`src/rtl/rst_sup_pkg.sv`:
```
package rst_sup_pkg;

    typedef enum logic [1:0] {
        ST_RUN,
        ST_HALT,
        ST_RST,
        ST_DLY
    } sup_state_e;

    typedef enum logic [2:0] {
        SRC_NONE,
        SRC_POR,
        SRC_PIN,
        SRC_WDT,
        SRC_WAKE
    } src_e;

    typedef enum logic [1:0] {
        KIND_NONE,
        KIND_COLD,
        KIND_WARM
    } rst_kind_e;

    typedef struct packed {
        src_e src;
        logic in_halt;
    } cause_t;

    typedef struct packed {
        logic to;
        logic pdf;
    } flags_t;

    function automatic logic is_reset(src_e s);
        return (s == SRC_POR) || (s == SRC_PIN) || (s == SRC_WDT);
    endfunction

    function automatic rst_kind_e kind_of(cause_t c);
        if (c.src == SRC_WDT && c.in_halt)
            return KIND_WARM;
        return KIND_COLD;
    endfunction

    function automatic flags_t next_flags(cause_t c, flags_t cur);
        flags_t f;
        f = cur;
        case (c.src)
            SRC_POR: f = '{to: 1'b0, pdf: 1'b0};
            SRC_PIN: if (c.in_halt) f = '{to: 1'b0, pdf: 1'b1};
            SRC_WDT: begin
                f.to = 1'b1;
                if (c.in_halt) f.pdf = 1'b1;
            end
            default: f = cur;
        endcase
        return f;
    endfunction

endpackage

```
`src/rtl/rst_cause_arb.sv`:
```
module rst_cause_arb
    import rst_sup_pkg::*;
(
    input  logic       por_i,
    input  logic       pin_i,
    input  logic       wdt_i,
    input  logic       wake_i,
    input  sup_state_e state_i,
    output cause_t     cause_o
);

    logic halted;

    assign halted = (state_i == ST_HALT);

    always_comb begin
        cause_o.in_halt = halted;
        if (por_i)
            cause_o.src = SRC_POR;
        else if (pin_i)
            cause_o.src = SRC_PIN;
        else if (wdt_i)
            cause_o.src = SRC_WDT;
        else if (wake_i && halted)
            cause_o.src = SRC_WAKE;
        else
            cause_o.src = SRC_NONE;
    end

endmodule

```
`src/rtl/rst_startup_cnt.sv`:
```
module rst_startup_cnt #(
    parameter int CYCLES = 1024
) (
    input  logic clk,
    input  logic clr_i,
    output logic done_o
);

    localparam int CW = (CYCLES > 2) ? $clog2(CYCLES) : 1;
    localparam logic [CW-1:0] LAST = CW'(CYCLES - 1);

    logic [CW-1:0] cnt;

    always_ff @(posedge clk) begin
        if (clr_i)
            cnt <= '0;
        else if (cnt != LAST)
            cnt <= cnt + CW'(1);
    end

    assign done_o = !clr_i && (cnt == LAST);

    // every counting cycle advances by exactly one until the end
    a_r1_count_step: assert property (@(posedge clk) disable iff (clr_i)
        !done_o |=> (cnt == $past(cnt) + CW'(1)));

endmodule

```
`src/rtl/rst_status_flags.sv`:
```
module rst_status_flags
    import rst_sup_pkg::*;
(
    input  logic   clk,
    input  cause_t cause_i,
    output flags_t flags_o
);

    flags_t flags_q;

    always_ff @(posedge clk) begin
        if (is_reset(cause_i.src))
            flags_q <= next_flags(cause_i, flags_q);
    end

    assign flags_o = flags_q;

    a_r1_por_clears: assert property (@(posedge clk)
        (cause_i.src == SRC_POR) |=> (!flags_q.to && !flags_q.pdf));

    a_r2_pin_run_keeps: assert property (@(posedge clk)
        (cause_i.src == SRC_PIN && !cause_i.in_halt) |=> (flags_q == $past(flags_q)));

    a_r3_wdt_run_sets_to: assert property (@(posedge clk)
        (cause_i.src == SRC_WDT && !cause_i.in_halt) |=>
            (flags_q.to && flags_q.pdf == $past(flags_q.pdf)));

    a_r4_pin_halt_pattern: assert property (@(posedge clk)
        (cause_i.src == SRC_PIN && cause_i.in_halt) |=> (!flags_q.to && flags_q.pdf));

    a_r5_wdt_halt_pattern: assert property (@(posedge clk)
        (cause_i.src == SRC_WDT && cause_i.in_halt) |=> (flags_q.to && flags_q.pdf));

    a_r6_wake_keeps: assert property (@(posedge clk)
        (cause_i.src == SRC_WAKE) |=> (flags_q == $past(flags_q)));

endmodule

```
`src/rtl/rst_supervisor.sv`:
```
module rst_supervisor
    import rst_sup_pkg::*;
#(
    parameter int DLY_CYCLES = 1024
) (
    input  logic clk,
    input  logic por_evt,
    input  logic pin_rst,
    input  logic wdt_tmo,
    input  logic halt_enter,
    input  logic wake_evt,
    output logic core_rst,
    output logic cold_rst,
    output logic warm_rst,
    output logic core_run,
    output logic to_flag,
    output logic pdf_flag
);

    sup_state_e state;
    rst_kind_e  kind;
    logic       need_dly;
    logic       need_dly_n;
    cause_t     cause;
    flags_t     flags;
    logic       dly_done;

    rst_cause_arb u_arb (
        .por_i   (por_evt),
        .pin_i   (pin_rst),
        .wdt_i   (wdt_tmo),
        .wake_i  (wake_evt),
        .state_i (state),
        .cause_o (cause)
    );

    rst_startup_cnt #(.CYCLES(DLY_CYCLES)) u_cnt (
        .clk    (clk),
        .clr_i  (state != ST_DLY),
        .done_o (dly_done)
    );

    rst_status_flags u_flags (
        .clk     (clk),
        .cause_i (cause),
        .flags_o (flags)
    );

    // Delay needed when waking from HALT, after power-on, or when a delay
    // already in progress is interrupted (oscillator may still be settling).
    assign need_dly_n = cause.in_halt
                      || (cause.src == SRC_POR)
                      || (state == ST_DLY)
                      || (state == ST_RST && need_dly);

    always_ff @(posedge clk) begin
        if (is_reset(cause.src)) begin
            state    <= ST_RST;
            need_dly <= need_dly_n;
            kind     <= kind_of(cause);
        end else begin
            case (state)
                ST_RUN:  if (halt_enter) state <= ST_HALT;
                ST_HALT: if (cause.src == SRC_WAKE) begin
                    state <= ST_DLY;
                    kind  <= KIND_NONE;
                end
                ST_RST:  state <= need_dly ? ST_DLY : ST_RUN;
                ST_DLY:  if (dly_done) state <= ST_RUN;
                default: state <= ST_RST;
            endcase
        end
    end

    assign core_rst = (state == ST_RST) || (state == ST_DLY && kind != KIND_NONE);
    assign cold_rst = core_rst && (kind == KIND_COLD);
    assign warm_rst = core_rst && (kind == KIND_WARM);
    assign core_run = (state == ST_RUN);
    assign to_flag  = flags.to;
    assign pdf_flag = flags.pdf;

    a_r10_rst_stops_core: assert property (@(posedge clk) disable iff (por_evt)
        core_rst |-> !core_run);

    a_r10_warm_flags: assert property (@(posedge clk) disable iff (por_evt)
        warm_rst |-> (to_flag && pdf_flag));

    a_r8_delay_ends_run: assert property (@(posedge clk) disable iff (por_evt)
        (state == ST_DLY && dly_done && cause.src == SRC_NONE) |=> core_run);

    a_r2_no_delay_release: assert property (@(posedge clk) disable iff (por_evt)
        (state == ST_RST && !need_dly && cause.src == SRC_NONE) |=> core_run);

    a_r9_halt_only_from_run: assert property (@(posedge clk) disable iff (por_evt)
        (state == ST_RST || state == ST_DLY) |=> (state != ST_HALT));

    a_r7_pin_over_wdt: assert property (@(posedge clk) disable iff (por_evt)
        (pin_rst && wdt_tmo) |=> (cold_rst && !warm_rst));

endmodule

```
`config.mk`:
```
export PLATFORM = sky130hd
export DESIGN_NAME = rst_supervisor
export DESIGN_NICKNAME = d
export VERILOG_FILES = /design/src/rtl/rst_sup_pkg.sv /design/src/rtl/rst_cause_arb.sv /design/src/rtl/rst_startup_cnt.sv /design/src/rtl/rst_status_flags.sv /design/src/rtl/rst_supervisor.sv
export SDC_FILE = /design/constraint.sdc
export NUM_CORES = 1
export LEC_CHECK = 0
export BUFFER_PORTS_ARGS = -buffer_cell sky130_fd_sc_hd__buf_2
export CORE_MARGIN = 3
export CORE_UTILIZATION = 54
export CTS_CLUSTER_SIZE = 16
export DETAILED_ROUTE_END_ITERATION = 12
export HOLD_SLACK_MARGIN = 0.08
export PLACE_DENSITY = 0.76
export RECOVER_POWER = 100
export SYNTH_ARGS = -nofsm -noshare
export SYNTH_HDL_FRONTEND = slang
export SYNTH_SLANG_ARGS = --single-unit
export TNS_END_PERCENT = 1
```
`constraint.sdc`:
```
create_clock -name clk -period 1.75 [get_ports clk]
set_input_delay 0 -clock clk [delete_from_list [all_inputs] [get_ports clk]]
set_output_delay 0 -clock clk [all_outputs]
set_load 0.01 [all_outputs]
```
==> impl_metrics.tcl, run 1 <==
set metrics [dict create \
    min_path_type "reg -> reg" \
    fmax_ghz 0.6383 \
    cp.required_ns 1.92 \
    report.final.slew_viol_count 0 \
    cts_tree "yes" \
    cts_root_buf "clkbuf_4" \
    critPathCaptureType "register" \
    hold_viol 0 \
    start_kind "primary input" \
    drtIter0Drc 23 \
    synth_top_area_cell "dfxtp_1" \
    p_per_area_nw_per_um2 682.1 \
    clk_pin_slew_ns 0.10 \
    insertion_delay_ns 0.29 \
    holdPathStages 2 \
    status "finished, final reports clean" \
    yosysSeqAreaShare_pct 44.83 \
    yosysUniqueCellTypes 35 \
    dr_wl_met3_um 87 \
    area_growth_pct 15.23 \
    fin_crit_sh_pct 89.53 \
    rsz0062_at_grt "no" \
    power.leakage_nw 0.3726 \
    wl_met1_um 884 \
    drt-pass1-iter-count 6 \
    dp_hpwl_um 1205 \
    routed-via-count 777 \
    critical_path_class "in -> reg" \
    grt_pass1_vias 695 \
    setup_tns_ns 0 \
    finalClockSkew_ns 0.007888 \
    die_w_um 46.16 \
    viasPerCell 6.118 \
    fillCellCount 116 \
    cts_max_level 1 \
    floorplan.core_area_um2 1399 \
    wl_per_cell_um 14.09 \
    die_y_um 46.16 \
    critPathArrivalTime_ns 1.74 \
    netlist_instances 95 \
    routed_wl_um 1789 \
    highest_layer "met4" \
    reg2reg_slack_ns 0.23 \
    min_period_ns 1.567 \
    tightest_slew_ns 0.4307 \
    synth_area_per_cell_um2 9.167 \
    ir_worst_vdd_uv 550.7 \
    grt_max_degree 13 \
    hold_slack_ns 0.5010 \
    io_buffers 11 \
    num-nets-final 120 \
    routabilityCongestion 0.8529 \
    synth-seq-cells 17 \
    die_area_um2 2130 \
    io_pins 12 \
    drv_cap 0 \
    synth_area_um2 870.8 \
    grt_overflow_total 0 \
    antenna_left 0 \
    antenna_found_initial 0 \
    reg2reg_depth 4 \
    clock-sinks 17 \
    antenna_cells 0 \
    grt.total_usage_pct 19.30 \
    setup_viol 0 \
    p_total_mw 0.6845 \
    crit_fanout 6 \
    grt_pass1_wl_um 2911 \
    cts_setup_buffers 0 \
    drive_gt1_share_pct 9.821 \
    synth_warnings 0 \
    clockBufferDepth 2 \
    drc 0 \
    slew_headroom_pct 71.27 \
    wl_met2_um 779 \
    synth_top_area_share_pct 27.59 \
    synth_nets 102 \
    rows 13 \
    cts_buffers 3 \
    ys_top_cells_by_area "dfxtp_1, edfxtp_1, o21ai_0, nand2_1, a21oi_1" \
    initial_core_util_pct 62.25 \
]
-- routing by layer --
layer | vias to the layer above | global-route usage, %
li1 | 387 | -
met1 | 357 | 25.12
met2 | 28 | 30.22
met3 | 5 | 2.734
met4 | 0 | 10.80
met5 | - | 0
-- state kept, by name (all words and copies together), names as in the netlist --
register,flops
u_cnt.cnt,10
kind,2
state,2
u_flags.flags_o,2
need_dly,1
-- worst max-delay path, cell delays in order --
cell and delay [ns]:
dlygate4sd3_1 0.54, clkbuf_1 0.16, nor3_2 0.32, dlygate4sd3_1 0.61
o221ai_1 0.10
-- synthesized netlist by cell type --
cell and instances:
buf_2 4, a311o_1 1, and4_2 1, dfxtp_1 12
mux2i_1 2, nand2b_1 2, and3_2 1, nor3b_1 2
and3b_1 1, a211oi_1 2, nand3_1 2, and4_1 2
a211oi_2 1, a21oi_1 6, nor3_1 3, ha_1 1
nor2_1 6, nand3_4 1, a31oi_1 3, and2_1 3
o21ai_1 1, a211o_1 1, buf_4 1, or3_1 1
o21ai_0 8, nand4_1 2, inv_1 3, o221ai_1 1
and3_1 1, o211a_1 1, nor2b_1 2, edfxtp_1 5
a21boi_0 1, nand2_1 10, nand4_2 1
-- cells by family after synthesis --
logic type,Yosys count,share of synthesized area (%)
AOI/OAI and AO/OA,26,19.11
adders and majority gates,1,1.437
and+or+nand+nor,41,27.87
buffers and inverters,8,4.454
muxes,2,2.299
DFF,17,44.83
-- final cells by class --
class                      count  area [um^2]  share of cell area, %
clock buffer                   4        26.28                  2.618
timing repair buffer          18        116.4                  11.60
multi-input combinational     70        440.4                  43.89
sequential                    17        390.4                  38.90
tap                           15        18.77                  1.870
inverter                       3        11.26                  1.122
-- where the power goes --
| part | leakage, nW | internal [mW] | switching, mW |
|---|---|---|---|
| clock network | 0.0150 | 0.0885 | 0.121 |
| registers | 0.146 | 0.414 | 0.00715 |
| logic | 0.212 | 0.0276 | 0.0267 |
-- path summary, 6_finish.rpt --
kind	start	to
worst max-delay path	pin_rst	state[1]
worst min-delay path	u_cnt.cnt[8]	u_cnt.cnt[8]
worst max register to register	u_cnt.cnt[0]	u_cnt.cnt[3]
worst min register to register	u_cnt.cnt[8]	u_cnt.cnt[8]
-- per-stage QoR --
stage | util (%) | instance area [um^2] | cells | setup slack (ns)
after floorplan | - | 870.8 | 95 | 0.4377
after global placement | 65.56 | 917.1 | 116 | 0.4025
after detailed placement | 65.56 | 917.1 | 116 | 0.3524
after CTS | 72.45 | 1013 | 127 | 0.09839
after global routing | 71.74 | 1003 | 127 | 0.08612
final | 71.74 | 1003 | 127 | 0.1832
-- placed cells by master, fill, tap and decap left out, types with 3 or more instances in the layout --
cell type / Yosys / final
edfxtp_1: 5 / 5
clkbuf_4: 0 / 3
dfxtp_1: 12 / 12
buf_2: 4 / 4
o21ai_0: 8 / 8
clkbuf_1: 0 / 8
a31oi_1: 3 / 3
nor2_1: 6 / 6
inv_1: 3 / 3
a21oi_1: 6 / 6
nand2_1: 10 / 10
a211oi_1: 2 / 3
dlygate4sd3_1: 0 / 7
-- timing repair --
action / in CTS / in global routing
hold buffers: 7 / 0
endpoints found under the hold margin: 9 / 0
resized for setup: 0 / 1
setup endpoints to repair: 0 / 1
No activity file was read; power rests on OpenSTA's default activity.
==> run 2: changes to the inputs <==
- SETUP_SLACK_MARGIN: unset -> 0.5
==> run 2 against run 1 <==
  * Worst setup slack improved by 0.19 ns
  * Routed wire length rose by 11%
  * Core utilization rose by 1.9 points
  * Sequential share of layout area fell by 0.51 points
  * Critical path depth fell by 1
  * Global-route usage rose by 2.6 points
  * Clock-buffer cell count fell by 1
  * Highest routed layer unchanged
  * Combinational power rose by 3.9%
  * Largest power group unchanged
==> impl_metrics.tcl, run 2 (synthesis results as in run 1) <==
set metrics [dict create \
    status "finished, final reports clean" \
    fin_util_pct 73.61 \
    regMostFlops "u_cnt.cnt" \
    fin_crit_sh_pct 78.78 \
    die_w_um 46.16 \
    drv_cap 0 \
    cp.required_ns 1.96 \
    cts_max_level 1 \
    area_growth_pct 18.25 \
    hold_slack_ns 0.09653 \
    grt_pass1_vias 667 \
    num-nets-final 120 \
    io_buffers 11 \
    routed-via-count 783 \
    cts_setup_buffers 0 \
    cts_tree "yes" \
    finalClockSkew_ns 0.005094 \
    crit_fanout 6 \
    grt_pass1_wl_um 3153 \
    drive_gt1_share_pct 16.07 \
    critPathBufInv 0 \
    viasPerCell 6.165 \
    antenna_found_initial 0 \
    io_pins 12 \
    largest_reg_flops 10 \
    cts_root_buf "clkbuf_4" \
    rows 13 \
    insertion_delay_ns 0.31 \
    routabilityCongestion 0.8359 \
    wl_per_cell_um 15.61 \
    min_from "wdt_tmo" \
    reg2reg_depth 4 \
    post_dp_cell_area_um2 922.1 \
    die_area_um2 2130 \
    slew_headroom_pct 63.88 \
    holdPathStages 3 \
    layout_common_cells "nand2_1, dfxtp_1, o21ai_0" \
    p_total_mw 0.6963 \
    fmax_ghz 0.7253 \
    drt-pass1-iter-count 4 \
    setup_viol 0 \
    grt_max_degree 13 \
    clk_pin_slew_ns 0.10 \
    hold_viol 0 \
    final_area_um2 1030 \
    critical_path_class "reg -> reg" \
    dp_cells 116 \
    die_y_um 46.16 \
    critPathCaptureType "register" \
    place_ws_ns 0.4175 \
    start_kind "register" \
    grt.total_usage_pct 21.94 \
    power.leakage_nw 0.3733 \
    p_per_area_nw_per_um2 676.2 \
    timing.rr.end "state[0]" \
    antenna_cells 0 \
    ir_worst_vdd_uv 594.7 \
    drtIter0Drc 19 \
    clockBufferDepth 2 \
    initial_core_util_pct 62.25 \
    clock-sinks 17 \
    dp_hpwl_um 1202 \
    worst_slack_ns 0.3713 \
    cp_cell_sequence "ha_4, and3_4, nand3_4, o211a_1" \
    report.final.slew_viol_count 0 \
    critPathMaxStageDelay_ns 0.50 \
    critPathSlowestCell "dfxtp_1" \
    min_period_ns 1.379 \
    routed_wl_um 1983 \
    setup_tns_ns 0 \
    tightest_slew_ns 0.5376 \
    fin_cells 127 \
    critPathArrivalTime_ns 1.59 \
    cts_buffers 3 \
    floorplan.core_area_um2 1399 \
    grt_overflow_total 0 \
    min_path_type "in -> reg" \
    critPathTopFamily "flip-flops" \
    r2r-start "u_cnt.cnt[0]" \
    antenna_left 0 \
    drc 0 \
    reg2reg_slack_ns 0.37 \
    min_to "u_flags.flags_o[0]" \
    rsz0062_at_grt "yes" \
]
-- run 2: cell count changes in the layout (fill, tap and decap cells not counted), sizes merged --
cell / before / now
clkinv: 0 / 1
clkbuf: 11 / 10
-- run 2: cell type report --
cell class	instances	area [um^2]
inverters	3	11.26
repair buffers	18	116.4
clock buffers	3	22.52
fillers	114	369.1
flip-flops and latches	17	395.4
clock inverters	1	5.005
well taps	15	18.77
multi-input cells	70	460.4
-- run 2: per-layer routing --
metal	track usage [%]	routed length, um	share of wire [%]	vias to the layer above
met3	6.250	142	7.2	9
li1	-	-	-	385
met4	13.64	82	4.1	0
met5	0	0	0	-
met2	31.87	865	44	38
met1	28.23	892	45	351
-- run 2: worst max-delay path by stage --
stage,cells after the start,start,endpoint,slack [ns]
final,4,u_cnt.cnt[0],state[0],0.37
after global routing,4,u_cnt.cnt[0],state[1],0.29
after CTS,3,state[1],u_cnt.cnt[9],0.50
after detailed placement,4,u_cnt.cnt[0],state[0],0.42
after global placement,4,u_cnt.cnt[0],state[0],0.48
after floorplan,5,u_cnt.cnt[0],state[1],0.50
-- run 2: power by group --
part / internal, mW / switching (mW)
clock network: 0.0855 / 0.134
logic: 0.0284 / 0.0280
registers: 0.413 / 0.00775
-- run 2: timing repair --
action / in CTS / in global routing
setup endpoints to repair: 9 / 17
hold buffers: 4 / 3
hold endpoints to repair: 9 / 2
gates resized for setup: 5 / 6
-- run 2: worst reg2reg max path, delay by kind of cell, from the launching register on --
family / cells / cell delay (ns)
AOI/OAI and AO/OA: 1 / 0.22
adders and majority gates: 1 / 0.21
DFF: 1 / 0.50
and+or+nand+nor: 2 / 0.34
